`config.mk`:
```
export PLATFORM = sky130hd
export DESIGN_NAME = crc16_accum
export DESIGN_NICKNAME = d
export VERILOG_FILES = /design/src/rtl/pkt_chk_pkg.sv /design/src/rtl/crc16_byte_step.sv /design/src/rtl/crc16_accum.sv
export SDC_FILE = /design/constraint.sdc
export NUM_CORES = 1
export LEC_CHECK = 0
export ABC_AREA = 1
export BUFFER_PORTS_ARGS = -buffer_cell sky130_fd_sc_hd__buf_2
export CORE_MARGIN = 2
export CORE_UTILIZATION = 56
export CTS_BUF_LIST = sky130_fd_sc_hd__clkbuf_8
export DETAILED_ROUTE_END_ITERATION = 8
export PLACE_DENSITY = 0.85
export SETUP_SLACK_MARGIN = 0.02
export SKIP_LAST_GASP = 1
export SLEW_MARGIN = 40
export SYNTH_ARGS = -nofsm -noshare
export SYNTH_HDL_FRONTEND = slang
export SYNTH_SLANG_ARGS = --single-unit
export TNS_END_PERCENT = 1
```
`constraint.sdc`:
```
create_clock -name clk -period 2.75 [get_ports clk]
set_input_delay 0 -clock clk [delete_from_list [all_inputs] [get_ports clk]]
set_output_delay 0 -clock clk [all_outputs]
set_load 0.01 [all_outputs]
```
`src/rtl/pkt_chk_pkg.sv`:
```
package pkt_chk_pkg;
    localparam int BYTE_W = 8;
    localparam int CRC_W  = 16;

    typedef enum logic [2:0] {
        ST_SEQ0,
        ST_SEQ1,
        ST_DATA,
        ST_CRC_HI,
        ST_CRC_LO,
        ST_DONE
    } pkt_state_t;
endpackage

```
`src/rtl/crc16_byte_step.sv`:
```
module crc16_byte_step
    import pkt_chk_pkg::*;
#(
    parameter logic [CRC_W-1:0] POLY = 16'h1021
) (
    input  logic [CRC_W-1:0]  crc_in,
    input  logic [BYTE_W-1:0] data,
    output logic [CRC_W-1:0]  crc_out
);
    localparam int PAD_W = CRC_W - BYTE_W;

    logic [CRC_W-1:0] acc;

    // Byte enters at the top; one conditional polynomial fold per bit.
    always_comb begin
        acc = crc_in ^ {data, {PAD_W{1'b0}}};
        for (int b = 0; b < BYTE_W; b++) begin
            if (acc[CRC_W-1])
                acc = (acc << 1) ^ POLY;
            else
                acc = acc << 1;
        end
        crc_out = acc;
    end
endmodule

```
`src/rtl/crc16_accum.sv`:
```
module crc16_accum
    import pkt_chk_pkg::*;
#(
    parameter logic [CRC_W-1:0] POLY = 16'h1021,
    parameter logic [CRC_W-1:0] SEED = '0
) (
    input  logic              clk,
    input  logic              rst_n,
    input  logic              clear,
    input  logic              update,
    input  logic [BYTE_W-1:0] data,
    output logic [CRC_W-1:0]  crc
);
    logic [CRC_W-1:0] crc_next;

    crc16_byte_step #(.POLY(POLY)) u_step (
        .crc_in  (crc),
        .data    (data),
        .crc_out (crc_next)
    );

    always_ff @(posedge clk) begin
        if (!rst_n)
            crc <= SEED;
        else if (clear)
            crc <= SEED;
        else if (update)
            crc <= crc_next;
    end
endmodule

```
# Yosys cells after proc, flatten, opt, wreduce, memory -nomap -nowiden
# Cells that the tools add are included.
# word_totals
out_inout_bits,16
ff_bits,16
inputBits,12
# op_classes
reduce_logical,1
n_mux,8
bitwise_logic,10
# op_table
op,n
13-bit 2-to-1 mux,8
3-bit inverter,8
16-bit XOR,1
2-bit OR reduction,1
1-bit inverter,1

# Logic depth before layout (Yosys ltp)
# Gate-level depths: netlist of the first run.
# depth
ltp_word,17
mapped_depth,9
depth_no_buf,9

# Cells and area by module
# From an unflattened synthesis of the first run, not the netlist that was laid out.
# unflattened
cells_unflattened,186
hier_area_um2,1158.6
# by_module_without_submodules
mod,area_per_inst_um2,seq_area_each_um2,cells_each,n_inst
crc16_accum,666.9,320.3,71,1
crc16_byte_step,491.7,0.0,115,1

# Worst setup path before layout of the first run
# OpenSTA, ideal clock, no wires.
# synth_timing
kind,flip-flop to flip-flop
start,register crc[13]
end,register crc[6]
stages_incl_launch_ff,10
arrival_ns,0.910
period_less_slack_ns,1.019
setup_ns,0.109
required_ns,2.641
setup_slack_ns,1.731
cell_sequence,dfxtp_1 > inv_2 > nand2_1 > nand2_2 > nand2_2 > nand2_2 > nand2_1 > nand3_1 > nand2_1 > inv_1
# synth_via
elab_chain_len,4
# synth_lines
item,line_no,text
start: declaration,crc16_accum.sv:12,output logic [CRC_W-1:0] crc
start signal: assignment,crc16_accum.sv:28,crc <= crc_next;
16-bit XOR,crc16_byte_step.sv:16,"acc = crc_in ^ {data, {PAD_W{1'b0}}};"
13-bit 2-to-1 mux (3 in series),crc16_byte_step.sv:18,if (acc[CRC_W-1])
# Every way passes these cells.
# A chain may end at the register's enable or synchronous reset.

# Worst setup path in the final report of the first run
# Ends and elaborated chain as after synthesis.

==> results of run 1 <==
## critical path: stages, from the launching register on
cell and delay (ps):
dfxtp_1 380, inv_2 60, nand2_1 50, nand2_1 70, nand2_1 120, nand2_2 80, nand2_1 60, nand3_1 70
nand2_1 80, inv_1 40
## how the worst min path moves through the flow
stage | from | endpoint | slack (ps) | cells past startpoint
floorplan | clear | crc[9] | 180 | 3
global placement | clear | crc[9] | 330 | 4
detailed placement | clear | crc[9] | 330 | 4
CTS | clear | crc[9] | 70 | 4
global route | clear | crc[0] | 90 | 4
finish | clear | crc[0] | 80 | 4
## cells in the mapped netlist (all sizes together)
library cell and n:
a31oi 1, nand2 86, nand3 17, xor2 2, buf 4, o21ai 4, xnor2 2, nor2 3
dfxtp 16, o211ai 2, inv 36, a21oi 13, nand4 1
## through the flow
| step | power [mW] | hold WS, ps | area (um^2) | setup slack, ps | utilization (%) |
|---|---|---|---|---|---|
| final | 0.574 | 77.3 | 1280 | 1640 | 67.2 |
| after global routing | 0.607 | 92.1 | 1280 | 1520 | 67.2 |
| after CTS | 0.580 | 71.7 | 1280 | 1640 | 67.2 |
| after detailed placement | 0.401 | 334 | 1240 | 1660 | 65.0 |
| after global placement | 0.396 | 326 | 1240 | 1700 | 65.0 |
| after floorplan | 0.364 | 175 | 1100 | 1730 | - |
## cell type report
cell class	count	share of cell area, %
clock buffer	3	3.23
multi-input combinational	131	47.7
sequential	16	25.1
timing repair buffer	27	10.6
inverter	36	10.8
tap	27	2.64
## power groups by stage
stage / combinational [mW] / clock (mW) / sequential (mW)
after floorplan: 0.100 / 0 / 0.263
after global routing: 0.163 / 0.187 / 0.256
after CTS: 0.143 / 0.183 / 0.254
final: 0.143 / 0.177 / 0.254
after global placement: 0.137 / 0 / 0.258
after detailed placement: 0.142 / 0 / 0.259
## layer usage
| metal | vias to the layer above | wire (um) | GRT usage [%] |
|---|---|---|---|
| li1 | 622 | - | - |
| met1 | 525 | 1100 | 28.7 |
| met2 | 45 | 1200 | 38.9 |
| met3 | 5 | 154 | 3.70 |
| met4 | 0 | 45 | 12.4 |
| met5 | - | 0 | 0 |
## logic make-up after synthesis
group / after synthesis / synth area share (%)
buffers and inverters: 40 / 15.4
DFF: 16 / 29.2
AOI/OAI and AO/OA: 20 / 9.68
xor gates and xnor gates: 4 / 3.19
and+or+nand+nor: 107 / 42.6
==> flow_summary.ini, run 1 <==
[synth]
synth_cells = 187
synth.distinct_cells = 22
syn_area_um2 = 1100
synth_top_cell_area_share_pct = 29.2
synth.area.top_cells = dfxtp_1, nand2_1, inv_1
ys_seq_elements = 16
synth_top_area_cell = dfxtp_1
yosysSeqAreaShare_pct = 29.2
synth.avg_cell_area_um2 = 5.87
ys_warn_count = 0
syn-num-nets = 199

[worst_setup_path]
cp-startpoint = crc[13]
r2r_cells = 9
crit_required_ps = 2900
ff2ff_setup_slack_ps = 1640
critPathLaunchType = register
r2r-end = crc[6]
crit_type = register to register
crit_arrival_ps = 1260
worst_setup_path_end_kind = register
cp-endpoint = crc[6]
r2r-start = crc[13]
cp_max_fo = 4

[timing]
setup_viol = 0
tns_ps = 0
rsz0062_at_grt = no
timing.final.crit_share_pct = 40.2
fin_crit_ps = 1110
fmax_ghz = 0.904
relSlewSlack_pct = 76.3
worst-slew-pin-transition_ps = 356
skew_ps = 4.72
hold_viol = 0
finalMaxSlewViolations = 0

[cells_and_area]
area_growth_pct = 16.3
nFillCells = 170
largest_reg_flops = 16
multiInputGateArea_um2 = 609
reg.largest.list = crc: 16 flops
top_register = crc
layout-drive-gt1-share_pct = 23.5
fin_cells = 240
final_cell_mix = nand2_1, inv_1, buf_2
nNetsFinal = 227
final_common_cell = nand2_1
regArea_um2 = 320
diodes = 0

[power_and_ir_drop]
power.internal_uw = 392
power.switching_uw = 181
leakagePower_nw = 0.763
clkPwrFrac_pct = 30.8
power_frac_comb_pct = 24.9
seq_power_share_pct = 44.3
power_density_nw_per_um2 = 449
swShare_pct = 31.6
peakVddDrop_uv = 409

[floorplanning]
row_count = 16
die-area_um2 = 2330
core_um2 = 1900
num_io_pins = 28
initial_core_util_pct = 57.8
fp.dieH_um = 48.3
die_w_um = 48.3

[clocking]
cts_hold_buf = 0
post_cts_buffers = 0
path_clk_slew_ps = 60
cts.sinks = 16
cts_buffers = 3
ctsRootBufferMaster = clkbuf_8
cts_max_level = 1
clkLatencyLatePin_ps = 250
cts_tree = yes
clock_path_buffers = 2
cts_resized = 0

[grt]
grt_pass1_wl_mm = 3.82
grt.total_usage_pct = 23.4
grt-ovfl-total = 0
grt_pass1_vias = 973
grt_max_degree = 19
antenna_found_initial = 0

[route]
dr.pass1.iters = 4
routed_wl_mm = 2.50
num_vias = 1197
drc_errors = 0
detail_route.wl_per_cell_um = 10.4
drtAntennaViolNets = 0
via_per_inst = 4.99
first_iter_violations = 37

[placement]
gp_congestion = 0.874
post-place-cells = 237
portBuffers = 27
dp_hpwl_mm = 1.94

[min_path]
hp-class = input pin to register

[status]
status = finished, final reports clean

[run]
cap_violations = 0
(Power assumes the default switching activity.)
==> run 2: changes to the inputs <==
--- a/config.mk
+++ b/config.mk
@@ -8,10 +8,10 @@
 export ABC_AREA = 1
 export BUFFER_PORTS_ARGS = -buffer_cell sky130_fd_sc_hd__buf_2
 export CORE_MARGIN = 2
-export CORE_UTILIZATION = 56
+export CORE_UTILIZATION = 49
 export CTS_BUF_LIST = sky130_fd_sc_hd__clkbuf_8
 export DETAILED_ROUTE_END_ITERATION = 8
-export PLACE_DENSITY = 0.85
+export PLACE_DENSITY = 0.79
 export SETUP_SLACK_MARGIN = 0.02
 export SKIP_LAST_GASP = 1
 export SLEW_MARGIN = 40
==> constraint.sdc (replaced) <==
create_clock -name clk -period 1 [get_ports clk]
set_input_delay 0 -clock clk [delete_from_list [all_inputs] [get_ports clk]]
set_output_delay 0 -clock clk [all_outputs]
set_load 0.01 [all_outputs]
==> run 2 against run 1 <==
  * The flow now finishes with violations (setup timing)
  * Power grew to 3.0 times the previous value
  * Critical endpoint is now crc[13]
  * Critical path type unchanged
  * Design area rose by 12%
  * Fmax up 7.6%
==> flow_summary.ini, run 2 (same netlist as run 1, synthesis figures left out) <==
[status]
status = complete, but fails checks
violations = setup timing

[cells_and_area]
top_register = crc
fin_area_um2 = 1430
area_growth_pct = 30.2
final_common_cell = nand2_1
final_util_pct = 65.9
fin_cells = 248
reg.largest.list = crc: 16 flops
largest_reg_flops = 16
diodes = 0
nNetsFinal = 233
final_cell_mix = nand2_1, inv_1, buf_2
layout-drive-gt1-share_pct = 38.6
nFillCells = 230

[worst_setup_path]
cp-startpoint = crc[13]
r2r-start = crc[13]
worst_setup_path_end_kind = register
crit_arrival_ps = 1180
critPathLaunchType = register
cp_max_fo = 4
crit_type = register to register
crit_required_ps = 1150

[route]
drtAntennaViolNets = 0
detail_route.wl_per_cell_um = 9.55
dr.pass1.iters = 6
num_vias = 1183
via_per_inst = 4.77
first_iter_violations = 15
wl_met3_um = 116
routed_wl_mm = 2.37
maxUsedRoutingLayer = met4
wl_met1_mm = 1.06
drc_errors = 0
wl_met2_mm = 1.16

[run]
cap_violations = 0

[timing]
fin_crit_ps = 1030
finalMaxSlewViolations = 0
worst-slew-pin-transition_ps = 364
setup_viol = 7
setup_slack_ps = -28.0
relSlewSlack_pct = 75.7
fmax_ghz = 0.973
tns_ps = -101
skew_ps = 3.63
rsz0062_at_grt = yes
hold_viol = 0
hold_ws_ps = 59.6
timing.final.crit_share_pct = 103

[min_path]
hold_start = clear
hp-class = input pin to register

[power_and_ir_drop]
power_density_nw_per_um2 = 1210
total_power_mw = 1.73
leakagePower_nw = 0.826
peakVddDrop_uv = 803

[clocking]
clkLatencyLatePin_ps = 250
path_clk_slew_ps = 70
ctsRootBufferMaster = clkbuf_8
cts.sinks = 16
cts_hold_buf = 0
cts_buffers = 3
cts_tree = yes
cts_max_level = 1
clock_path_buffers = 2

[grt]
antenna_found_initial = 0
grt_pass1_wl_mm = 4.28
grt.total_usage_pct = 21.5
grt_pass1_vias = 1049
grt_max_degree = 19
grt-ovfl-total = 0

[floorplanning]
num_io_pins = 28
fp.dieH_um = 51.4
die_w_um = 51.4
initial_core_util_pct = 50.6
die-area_um2 = 2640
row_count = 17
core_um2 = 2170

[placement]
place_ws_ps = -68.7
portBuffers = 27
gp_congestion = 0.728
post-place-cells = 244
placed_area_um2 = 1280
dp_hpwl_mm = 1.74
==> run 2: layer usage <==
metal,vias to the layer above,track usage (%)
met5,-,0
met4,0,7.89
met3,5,4.39
li1,636,-
met2,26,36.8
met1,516,26.5
==> run 2: cell type report <==
cell class	count	area, um^2	area share, %
Multi-Input combinational cell	131	687	48.0
Clock buffer	4	55.1	3.85
Timing Repair Buffer	33	180	12.6
Inverter	36	138	9.62
Sequential cell	16	335	23.4
Tap cell	28	35.0	2.45
==> run 2: what timing repair did <==
| item | 4_1_cts | 5_1_grt |
|---|---|---|
| gates resized for setup | 18 | 13 |
| cloned | 0 | 0 |
| endpoints found under the setup margin | 13 | 15 |
| setup buffers | 0 | 0 |
| pin swaps | 7 | 14 |
==> run 2: path summary, 6_finish.rpt <==
check / to / slack [ps] / depth (start not counted)
worst max register to register: crc[13] / -30 / 9
worst max-delay path: crc[13] / -30 / 9
worst min register to register: crc[3] / 500 / 2
worst min-delay path: crc[9] / 60 / 4
==> run 2: report_power, final <==
group | total (mW) | internal [mW] | leakage (nW) | switching [mW]
Sequential | 0.700 | 0.668 | 0.135 | 0.0321
Combinational | 0.449 | 0.179 | 0.662 | 0.270
Clock | 0.576 | 0.349 | 0.0288 | 0.227
==> run 2: worst max-delay path, cell delays in order (launching register included) <==
cell	delay [ps]
dfxtp_2	350
inv_2	60
nand2_2	80
nand2_4	70
nand2_4	80
nand2_4	60
nand2_1	50
nand3_1	60
nand2_1	80
inv_1	30
